--- src/rtl/mport_retry_pkg.sv ---
package mport_retry_pkg;

  // width of a port index; at least one bit even for a single port
  function automatic int unsigned id_width(input int unsigned n);
    return (n > 1) ? $clog2(n) : 1;
  endfunction

endpackage

--- src/rtl/mport_prio_pick.sv ---
module mport_prio_pick #(
  parameter int unsigned NP  = 4,
  parameter int unsigned IDW = 2
) (
  input  logic [NP-1:0]  cand,
  output logic [NP-1:0]  pick,
  output logic [IDW-1:0] pick_id,
  output logic           any
);

  logic [NP:0] taken;

  assign taken[0] = 1'b0;

  for (genvar g = 0; g < NP; g++) begin : g_chain
    assign pick[g]    = cand[g] & ~taken[g];
    assign taken[g+1] = taken[g] | cand[g];
  end

  assign any = taken[NP];

  // lowest index wins: scan downward so the last match is the smallest
  always_comb begin
    pick_id = '0;
    for (int i = NP - 1; i >= 0; i--) begin
      if (cand[i]) pick_id = IDW'(i);
    end
  end

endmodule

--- src/rtl/mport_eng_track.sv ---
module mport_eng_track #(
  parameter int unsigned IDW = 2
) (
  input  logic           clk,
  input  logic           rst_n,
  input  logic           start,
  input  logic [IDW-1:0] start_id,
  input  logic           done,
  output logic           busy,
  output logic [IDW-1:0] owner,
  output logic           avail
);

  always_ff @(posedge clk) begin
    if (!rst_n) begin
      busy  <= 1'b0;
      owner <= '0;
    end else if (start) begin
      busy  <= 1'b1;
      owner <= start_id;
    end else if (done) begin
      busy  <= 1'b0;
    end
  end

  // the engine frees itself before the response goes out
  assign avail = ~busy | done;

endmodule

--- src/rtl/mport_port_slot.sv ---
module mport_port_slot #(
  parameter int unsigned DW = 16
) (
  input  logic          clk,
  input  logic          rst_n,
  input  logic          deliver,
  input  logic          eng_done,
  input  logic [DW-1:0] rdata,
  input  logic          rsp_ready,
  input  logic          rsp_retry,
  input  logic          req_valid,
  input  logic          granted,
  output logic          free,
  output logic          held,
  output logic          rsp_valid,
  output logic [DW-1:0] rsp_data,
  output logic          req_retry
);

  logic          held_q, owe_q, retry_q;
  logic [DW-1:0] hdat_q;
  logic          resend, resend_ok, fresh_refused;
  logic          held_n, owe_pre, fire;

  assign resend        = held_q & rsp_retry;
  assign resend_ok     = resend & rsp_ready;
  assign fresh_refused = deliver & ~rsp_ready;

  // a port whose fresh response bounces this cycle must not take new work
  assign free      = ~held_q & ~owe_q & ~fresh_refused;
  assign rsp_valid = deliver | resend;
  assign rsp_data  = deliver ? rdata : hdat_q;

  assign held_n  = held_q ? ~resend_ok : fresh_refused;
  assign owe_pre = owe_q | (req_valid & ~granted);
  assign fire    = (eng_done | resend_ok) & owe_pre & ~held_n;

  always_ff @(posedge clk) begin
    if (!rst_n) begin
      held_q  <= 1'b0;
      owe_q   <= 1'b0;
      retry_q <= 1'b0;
      hdat_q  <= '0;
    end else begin
      held_q  <= held_n;
      owe_q   <= owe_pre & ~fire;
      retry_q <= fire;
      if (fresh_refused) hdat_q <= rdata;
    end
  end

  assign held      = held_q;
  assign req_retry = retry_q;

endmodule

--- src/rtl/mport_retry_arb.sv ---
module mport_retry_arb #(
  parameter int unsigned NP = 4,
  parameter int unsigned DW = 16
) (
  input  logic             clk,
  input  logic             rst_n,
  input  logic [NP-1:0]    req_valid,
  output logic [NP-1:0]    req_ready,
  input  logic [NP*DW-1:0] req_data,
  output logic [NP-1:0]    req_retry,
  output logic [NP-1:0]    rsp_valid,
  input  logic [NP-1:0]    rsp_ready,
  output logic [NP*DW-1:0] rsp_data,
  input  logic [NP-1:0]    rsp_retry,
  output logic             eng_start,
  output logic [DW-1:0]    eng_wdata,
  input  logic             eng_done,
  input  logic [DW-1:0]    eng_rdata
);

  localparam int unsigned IDW = mport_retry_pkg::id_width(NP);

  if (NP < 1 || NP > 8) begin : g_np_bad
    $error("mport_retry_arb: NP must be within 1..8");
  end

  logic           busy, avail, any_pick;
  logic [IDW-1:0] owner, pick_id;
  logic [NP-1:0]  free, held, cand, pick, deliver;

  mport_eng_track #(.IDW(IDW)) u_eng (
    .clk      (clk),
    .rst_n    (rst_n),
    .start    (any_pick),
    .start_id (pick_id),
    .done     (eng_done),
    .busy     (busy),
    .owner    (owner),
    .avail    (avail)
  );

  assign cand = req_valid & free & {NP{avail}};

  mport_prio_pick #(.NP(NP), .IDW(IDW)) u_pick (
    .cand    (cand),
    .pick    (pick),
    .pick_id (pick_id),
    .any     (any_pick)
  );

  assign req_ready = pick;
  assign eng_start = any_pick;

  always_comb begin
    eng_wdata = '0;
    for (int i = 0; i < NP; i++) begin
      if (pick[i]) eng_wdata = req_data[i*DW +: DW];
    end
  end

  for (genvar g = 0; g < NP; g++) begin : g_port
    assign deliver[g] = eng_done & (owner == IDW'(g));

    mport_port_slot #(.DW(DW)) u_slot (
      .clk       (clk),
      .rst_n     (rst_n),
      .deliver   (deliver[g]),
      .eng_done  (eng_done),
      .rdata     (eng_rdata),
      .rsp_ready (rsp_ready[g]),
      .rsp_retry (rsp_retry[g]),
      .req_valid (req_valid[g]),
      .granted   (pick[g]),
      .free      (free[g]),
      .held      (held[g]),
      .rsp_valid (rsp_valid[g]),
      .rsp_data  (rsp_data[g*DW +: DW]),
      .req_retry (req_retry[g])
    );
  end

endmodule

--- config.mk ---
export PLATFORM = sky130hd
export DESIGN_NAME = mport_retry_arb
export DESIGN_NICKNAME = d
export VERILOG_FILES = /design/src/rtl/mport_retry_pkg.sv /design/src/rtl/mport_prio_pick.sv /design/src/rtl/mport_eng_track.sv /design/src/rtl/mport_port_slot.sv /design/src/rtl/mport_retry_arb.sv
export SDC_FILE = /design/constraint.sdc
export NUM_CORES = 1
export LEC_CHECK = 0
export BUFFER_PORTS_ARGS = -buffer_cell sky130_fd_sc_hd__buf_2
export CAP_MARGIN = 5
export CORE_MARGIN = 4
export CORE_UTILIZATION = 45
export DETAILED_ROUTE_END_ITERATION = 6
export PLACE_DENSITY_LB_ADDON = 0.08
export SLEW_MARGIN = 20
export SYNTH_ARGS = -nofsm -noshare
export SYNTH_HDL_FRONTEND = slang
export SYNTH_HIERARCHICAL = 1
export SYNTH_SLANG_ARGS = --single-unit
--- constraint.sdc ---
create_clock -name clk -period 3.4 [get_ports clk]
set_input_delay 0.68 -clock clk [delete_from_list [all_inputs] [get_ports clk]]
set_output_delay 0.68 -clock clk [all_outputs]
set_load 0.01 [all_outputs]
== Word level (Yosys, flattened, before mapping) ==
Cells that the tools add are included.
Cells by class
  bitwise gates (word level): 96
  equality and inequality tests: 3
  multiplexer cells: 18
  reductions and logical operators: 2
Operators by type and width (count)
  $mux W16: 8
  $and A1 B1 Y1: 43
  $not A1 Y1: 35
  $or A1 B1 Y1: 16
  $and A4 B4 Y4: 2
  $mux W2: 4
  $mux W1: 6
  $eq A2 B2 Y1 const B: 2
  $eq A2 B1 Y1 const B: 1
  $logic_not A2 Y1: 1
  $reduce_bool A2 Y1: 1
Word-level totals
  bits in registers: 79
  output and inout bits: 93
  bits of input ports: 95

== Logic depth before layout (Yosys ltp) ==
Gate-level depths: netlist (run 1).
  depth after elaboration: 18
  mapped depth: 13
  mapped depth without buffers: 10

== Modules after synthesis ==
The synthesis (run 1) kept the hierarchy.
By module, submodules not included
  mport_port_slot: instances 4, cells each 105, area an instance 997.2 µm², seq. area each 380.4 µm²
  mport_retry_arb: instances 1, cells each 69, area an instance 569.3 µm², seq. area each 0.0 µm²
  mport_eng_track: instances 1, cells each 10, area an instance 117.6 µm², seq. area each 60.1 µm²
  mport_prio_pick: instances 1, cells each 11, area an instance 61.3 µm², seq. area each 0.0 µm²

== Least setup slack after synthesis (run 1) ==
OpenSTA, ideal clock, no wires.
  path kind: input-to-output
  start point: in eng_done
  end point: out eng_wdata[10]
  stages: 11
  arrival: 3003 ps
  required time: 2720 ps
  path slack: -283 ps
  cells stage by stage: nor3b_1 -> nor2b_1 -> buf_4 -> buf_6 -> nor3_1 -> and3_1 -> nor3_1 -> inv_1 -> buf_6 -> o22ai_2 -> a21oi_2
Between the ends
  longest elaborated chain between the ends: 11
  elaborated cells on any way between the ends: 31
RTL lines
  from (decl): RTL line mport_retry_arb.sv:17  | input logic eng_done,
  $and A1 B1 Y1: RTL line mport_retry_arb.sv:62  | assign deliver[g] = eng_done & (owner == IDW'(g));
  $and A1 B1 Y1: RTL line mport_port_slot.sv:27  | assign fresh_refused = deliver & ~rsp_ready;
  $not A1 Y1: RTL line mport_port_slot.sv:30  | assign free = ~held_q & ~owe_q & ~fresh_refused;
  $and A1 B1 Y1: RTL line mport_port_slot.sv:30
  named net free[0]: RTL line mport_retry_arb.sv:29  | logic [NP-1:0] free, held, cand, pick, deliver;
  $and A4 B4 Y4 (2 in series): RTL line mport_retry_arb.sv:42  | assign cand = req_valid & free & {NP{avail}};
  named net cand[0]: RTL line mport_retry_arb.sv:29
  $or A1 B1 Y1 (2 in series): RTL line mport_prio_pick.sv:17  | assign taken[g+1] = taken[g] | cand[g];
  $not A1 Y1: RTL line mport_prio_pick.sv:16  | assign pick[g] = cand[g] & ~taken[g];
  $and A1 B1 Y1: RTL line mport_prio_pick.sv:16
  named net req_ready[3]: RTL line mport_retry_arb.sv:8  | output logic [NP-1:0] req_ready,
  $mux W16: RTL line mport_retry_arb.sv:57  | if (pick[i]) eng_wdata = req_data[i*DW +: DW];
  to (decl): RTL line mport_retry_arb.sv:16  | output logic [DW-1:0] eng_wdata,
The timed path passes the listed nets, and every way through them passes these cells.

== Worst setup path after layout (run 1) ==
  start point: in eng_done
  end point: out eng_wdata[14]
Between the ends
  longest elaborated chain between the ends: 11
  elaborated cells on any way between the ends: 31
RTL lines (RTL line)
  $and A1 B1 Y1 *: mport_retry_arb.sv:62
  named net deliver[1]: mport_retry_arb.sv:29
  $and A1 B1 Y1 *: mport_port_slot.sv:27
  $not A1 Y1 *: mport_port_slot.sv:30
  $and A1 B1 Y1 *: mport_port_slot.sv:30
  named net free[1]: mport_retry_arb.sv:29
  $and A4 B4 Y4 * (2 in series): mport_retry_arb.sv:42
  named net cand[1]: mport_retry_arb.sv:29
  $or A1 B1 Y1: mport_prio_pick.sv:17
  $not A1 Y1 or $or A1 B1 Y1 (tied branches): mport_prio_pick.sv:16, mport_prio_pick.sv:17
  $and A1 B1 Y1 or $not A1 Y1 (tied branches): mport_prio_pick.sv:16
  $mux W16 or $and A1 B1 Y1 (tied branches): mport_retry_arb.sv:57, mport_prio_pick.sv:16
  $mux W16 *: mport_retry_arb.sv:57
The timed path passes the listed nets; every way through them passes the cells marked *.

==> impl_results.md, run 1 <==
- Outcome: completed
- Vias in the first global route: 4,194
- Area growth, synth to finish: 26.0%
- Adder-Cell Fraction of Synth Area: 0%
- Startpoint types: input pin
- Critical R2R Launch: u_eng/owner[1]$_SDFFE_PN0P_
- RSZ-0062 raised after global routing: false
- Data required time at the worst endpoint: 2720 ps
- Clk_skew: 5.66 ps
- Core box area: 10,300 um2
- Routed Antenna Nets: 0
- Multi-input logic area: 2860 um2
- Sw Ratio: 31.0%
- Mux cell area share after synthesis: 16.9%
- Period Utilization, post-route: 97.1%
- Worst EP arrival: 2620 ps
- Clock share of power: 26.6%
- First-pass GRT wire length: 22.2 mm
- Initial core utilization: 46.1%
- R2R setup slack: 1210 ps
- Height of the die: 111 um
- Drt drc: 0
- CTS tree: built
- Number of fillers in the final layout: 953
- CTS Buf Count: 9
- Largest family of logic cells by synthesized area: compound AO/OA/AOI/OAI gates
- Worst vdd ir: 0.211 mV
- Hold Vio Cnt, Final: 0
- Clock slew at reported path FFs: 70 ps
- Max-cap violations: 0
- Fin cells: 836
- Post-route cell area: 5970 um2
- Synth Area in Compound Gates: 24.6%
- Standard-cell row count: 37
- Reg area: 1580 um2
- CP Max Fanout: 17
- Hold EP: g_port[0].u_slot/hdat_q[3]$_SDFFE_PN0P_
- Synth Warn #: 6
- Routed length per placed instance: 16.7 um
- Critical Path Slowest Stage Cell: and3_2
- Sequential share of power: 42.3%
- Psw: 0.721 mW
- Placed inst area: 5710 um2
- Seq/Total Area, Yosys: 33.4%
- Die X: 111 um
- Count of cell types in the netlist: 36
- Maximum buffer depth of the clock tree: 2
- Reg-to-Reg End: g_port[1].u_slot/owe_q$_SDFF_PN0_
- Clk sinks: 79
- Pwr dens: 390 nW/um2
- Detailed Place HPWL: 10.4 mm
- WHS Path Cells: 2
- Combinational share of power: 31.1%
- Total Routed Length: 14.0 mm
- GRT overflow: 0
- Root Buffer: clkbuf_8
- #FFs+latches synth: 79
- Initial DRC Count: 257
- Final Critical Period: 3300 ps
- Tot GR Track Use: 22.1%
- Ports: 188
- Slew HR: 49.9%
- Largest net degree at the start of global routing: 52
- Final setup vio count: 0
- Pint: 1.61 mW
- Die area: 12,200 um2
- Port Buffers: 187
- CP Cell Sequence: clkbuf_4 -> and3b_1 -> nor2b_1 -> nor3_1 -> and3_2 -> inv_1 -> nor2_2 -> buf_6 -> a22oi_1 -> a221oi_2 -> buf_2
- Largest stage delay on the critical path: 280 ps
- Gp weighted congestion: 1.02
- Layout cells sized above 1: 52.5%
- TritonRoute pass-1 iters: 4
- Reg2Reg Depth: 10
- HP Class: flop to flop
- Slew @ Worst Pin: 752 ps
- Gate Count Post-Synth: 510
- HP Start: g_port[0].u_slot/hdat_q[3]$_SDFFE_PN0P_
- Post-synthesis area per instance: 9.29 um2
- Hold slack: 463 ps
- Leak pwr: 2.64 nW
- Post-synthesis xor/xnor area fraction: 0%
- Power Total: 2.33 mW
- Clk_lat worst skew: 350 ps
- Via count: 4,373
- CP Class: input pin to primary output
- Mapped cell area: 4740 um2
- Vias/cell: 5.23
- Max frequency: 303 MHz
- Initial antenna violation count: 1
- Mapped Nets: 605
- Slew Limit Fails: 0
- Final net count: 791
- Critical path endpoint category: primary output
- H-Tree Depth: 3
- # placed instances: 816
- Simple-gate area share of the yosys netlist: 17.7%
[routing by layer]
metal  vias up  track usage [%]  part of all wire, %
met3        24             5.70                  5.8
met2       148             38.3                   49
met1      2062             26.1                   43
met4         0             8.05                  2.3
met5         -                0                    0
li1       2139                -                    -
[registers in the layout (all words and copies together) (netlist names)]
| signal | cells |
|---|---|
| g_port.u_slot/owe_q | 4 |
| u_eng/owner | 2 |
| g_port.u_slot/hdat_q | 64 |
| g_port.u_slot/req_retry | 4 |
| u_eng/busy | 1 |
| g_port.u_slot/held | 4 |
[layout make-up]
cell class              instances  area share, %
inverters                       8          0.503
well taps                     136           2.85
flip-flops and latches         79           26.5
clock inverters                 1         0.0839
repair buffers                209           19.4
multi-input cells             389           47.9
clock buffers                  13           2.66
diodes                          1         0.0419
[critical path: cells and delay by family]
family | cells | cell delay, ps
AND/OR/NAND/NOR | 5 | 960
AO/OA/AOI/OAI | 2 | 360
buffers and inverters | 4 | 620
[power by group through the flow]
| stage | clock network [mW] | logic [mW] | registers, mW |
|---|---|---|---|
| finish | 0.618 | 0.724 | 0.984 |
| CTS | 0.643 | 0.706 | 0.982 |
| global route | 0.673 | 0.785 | 0.988 |
| detailed placement | 0 | 0.700 | 1.00 |
| floorplan | 0 | 0.441 | 0.998 |
| global placement | 0 | 0.690 | 1.00 |
[placed cells by master, fill, tap and decap left out, drive strengths merged, types with 6 or more instances in the layout]
master / netlist / layout
nor2: 13 / 13
a22oi: 15 / 15
nand2b: 6 / 6
dfxtp: 79 / 79
inv: 8 / 8
a21boi: 65 / 65
mux2: 68 / 68
clkbuf: 4 / 14
a21oi: 19 / 19
nor3b: 6 / 6
nand2: 131 / 131
nor2b: 11 / 11
o22ai: 19 / 19
nor3: 6 / 6
buf: 31 / 208
[cell families (layout without fill, tap and decap cells)]
family	count (synthesis)	count (layout)
AND/OR/NAND/NOR	186	187
AO/OA/AOI/OAI	132	132
flip-flops	79	79
multiplexers	70	70
buffers and inverters	43	231
other	0	1
[cells in the mapped netlist (all sizes together)]
cell,number,share of area [%]
mux2i,2,0.42
nor2,13,1.1
o22ai,19,3.8
and3,5,0.66
a21o,4,0.63
a21boi,65,13
inv,8,0.63
nand2,131,10
nor3b,6,0.95
mux2,68,16
buf,31,6.5
clkbuf,4,0.32
a211oi,4,0.63
nor3,6,0.63
a221oi,1,0.32
nand3b,1,0.16
a31oi,1,0.13
dfxtp,79,33
a22oi,15,2.4
or2b,1,0.24
a21oi,19,2.8
o21ai,4,0.42
and2,5,0.66
and3b,1,0.18
nand2b,6,1.1
nor2b,11,1.6
[worst max path at each step]
stage	from	cells after the start	end
after floorplan	eng_done	11	eng_wdata[10]
after global placement	eng_done	10	eng_wdata[13]
after detailed placement	eng_done	10	eng_wdata[13]
after CTS	eng_done	11	eng_wdata[13]
after global routing	eng_done	14	eng_wdata[0]
final	eng_done	11	eng_wdata[14]
[stage by stage]
step	TNS, ps	utilization (%)	setup slack, ps
finish	0	58.1	97.6
detailed placement	-926	55.5	-99.6
global placement	0	55.5	10.6
CTS	0	57.2	1.41
global route	0	58.1	0.208
floorplan	0	-	24.4
[repair_timing]
item                       4_1_cts  5_1_grt
hold buffers                     0        0
setup endpoints to repair       16       16
buffers inserted                 0        4
cloned                           0        1
gates resized for setup          3       12
pin swaps                        0        1
Power figures use the tool's default switching activity.
==> run 2: changes to the inputs <==
Settings changed: CORE_UTILIZATION 45 to 44, SYNTH_HIERARCHICAL 1 to unset.
==> impl_results.md, run 2 <==
- Via count: 4,483
- # placed instances: 819
- Core box area: 9770 um2
- Mapped cell area: 4430 um2
- Pwr dens: 432 nW/um2
- Post-synthesis area per instance: 8.27 um2
- Post-synth top cells: 143 x nand2_1, 79 x dfxtp_1, 72 x a21oi_1, 64 x mux2_2, 30 x clkbuf_1
- Critical R2R Launch: u_eng.owner[1]$_SDFFE_PN0P_
- Clock slew at reported path FFs: 80 ps
- Reg2Reg Depth: 4
- Root Buffer: clkbuf_8
- Total Routed Length: 13.7 mm
- TNS Setup: 0 ps
- RSZ-0062 raised after global routing: false
- Worst vdd ir: 0.303 mV
- Detailed Place HPWL: 9.84 mm
- Reg-to-Reg End: u_eng.busy$_SDFFE_PN0P_
- Final setup vio count: 0
- Final worst setup slack: 189 ps
- Fin cells: 835
- Maximum buffer depth of the clock tree: 2
- Ports: 188
- Period Utilization, post-route: 94.4%
- Tot GR Track Use: 23.3%
- Ant. Diodes: 0
- HP Class: flop to flop
- Outcome: completed
- Post-route cell area: 5660 um2
- Gate Count Post-Synth: 536
- Port Buffers: 187
- Largest net degree at the start of global routing: 36
- Initial antenna violation count: 0
- Standard-cell row count: 36
- First-pass GRT wire length: 21.9 mm
- R2R setup slack: 1320 ps
- Post-synth top area share: 35.7%
- CTS tree: built
- Ys flop type: dfxtp_1
- Slew HR: 52.8%
- Register name with the most flops: g_port.u_slot.hdat_q
- Initial DRC Count: 206
- CP Max Fanout: 20
- Data required time at the worst endpoint: 2720 ps
- Most frequent cell after synthesis: nand2_1
- H-Tree Depth: 3
- TritonRoute pass-1 iters: 4
- Commonest non-fill, non-tap cell in the layout: buf_2
- #FFs+latches synth: 79
- Vias in the first global route: 4,382
- Die area: 11,700 um2
- Number of flip-flops in the largest register: 64
- Post CTS Setup Buffer Count: 0
- Height of the die: 108 um
- Commonest cells after routing, fill and taps aside: 187 x buf_2, 143 x nand2_1, 78 x dfxtp_1
- Gp weighted congestion: 0.810
- Critical path endpoint category: primary output
- HP Start: g_port[1].u_slot.hdat_q[1]$_SDFFE_PN0P_
- Cts hold-fix bufs: 0
- Slew Limit Fails: 0
- Die X: 108 um
- Seq/Total Area, Yosys: 35.7%
- Synth async-reset ratio: 0%
- Largest cells by area after synthesis: dfxtp_1 36%, mux2_2 16%, nand2_1 12%
- CP Class: input pin to primary output
- Max-cap violations: 0
- Routed length per placed instance: 16.5 um
- Slew @ Worst Pin: 709 ps
- Final Critical Period: 3210 ps
- Clk_skew: 10.3 ps
- Clk_lat worst skew: 350 ps
- Count of cell types in the netlist: 46
- Final net count: 792
- CTS Buf Count: 9
- WHS Path Cells: 2
- Startpoint types: input pin
- Power Total: 2.44 mW
- Area growth, synth to finish: 27.7%
- Mapped Nets: 631
- Layout cells sized above 1: 42.0%
- Vias/cell: 5.37
- Synth Warn #: 0
- Worst EP arrival: 2530 ps
- Placed inst area: 5410 um2
- Drt drc: 0
- Final Util: 57.9%
- Clk sinks: 79
- Hold slack: 454 ps
- Leak pwr: 2.71 nW
- Initial core utilization: 45.3%
- GRT overflow: 0
- Yosys top cell by area: dfxtp_1
- Hold EP: g_port[1].u_slot.hdat_q[1]$_SDFFE_PN0P_
- EDFF count, synth: 0
- Max frequency: 311 MHz
- Post-Place Setup Slack: 187 ps
- Hold Vio Cnt, Final: 0
- Routed Antenna Nets: 0
## run 2: layer usage
metal  global-route usage [%]  share of wire [%]  vias up
met3                     5.31                7.0       12
met5                        0                  0        -
met1                     30.5                 43     2104
met4                     4.42                1.0        0
li1                         -                  -     2200
met2                     39.6                 49      167
## run 2: cell type report
class,instances,area (um2)
Clock inverter,7,121
Fill cell,946,4120
Tap cell,133,166
Clock buffer,9,124
Timing Repair Buffer,204,1080
Inverter,5,21.3
Sequential cell,79,1580
Multi-Input combinational cell,398,2560
## run 2: worst max-delay path, cell delays in order
cell and delay, ps:
buf_2 80, or3b_1 360, or3_1 630, a41o_1 350, o32a_1 280, buf_2 140
## run 2: cells by family (layout without fill, tap and decap cells)
| logic type | after synthesis | count (layout) | synth area share, % |
|---|---|---|---|
| buffers and inverters | 59 | 225 | 6.95 |
| AND/OR/NAND/NOR | 217 | 217 | 23.4 |
| flip-flops | 79 | 79 | 35.7 |
| multiplexers | 64 | 64 | 16.3 |
| AO/OA/AOI/OAI | 117 | 117 | 17.7 |
## run 2: how the worst max path moves through the flow
stage	endpoint	depth (start not counted)	from
global placement	eng_wdata[2]	6	req_valid[2]
global route	eng_wdata[2]	5	u_eng.owner[1]$_SDFFE_PN0P_
detailed placement	eng_wdata[3]	6	req_valid[2]
floorplan	eng_wdata[7]	5	req_valid[2]
finish	eng_wdata[3]	6	req_valid[2]
CTS	eng_wdata[3]	5	u_eng.owner[0]$_SDFFE_PN0P_
## run 2: power breakdown
| group | internal, mW | switching, mW | total [mW] |
|---|---|---|---|
| clock | 0.490 | 0.350 | 0.840 |
| combinational | 0.286 | 0.332 | 0.618 |
| sequential | 0.958 | 0.0254 | 0.983 |
## run 2: repair_timing
item                                   CTS  global route
setup endpoints to repair                0             1
endpoints found under the hold margin    0             0
gates resized for setup                  0             1
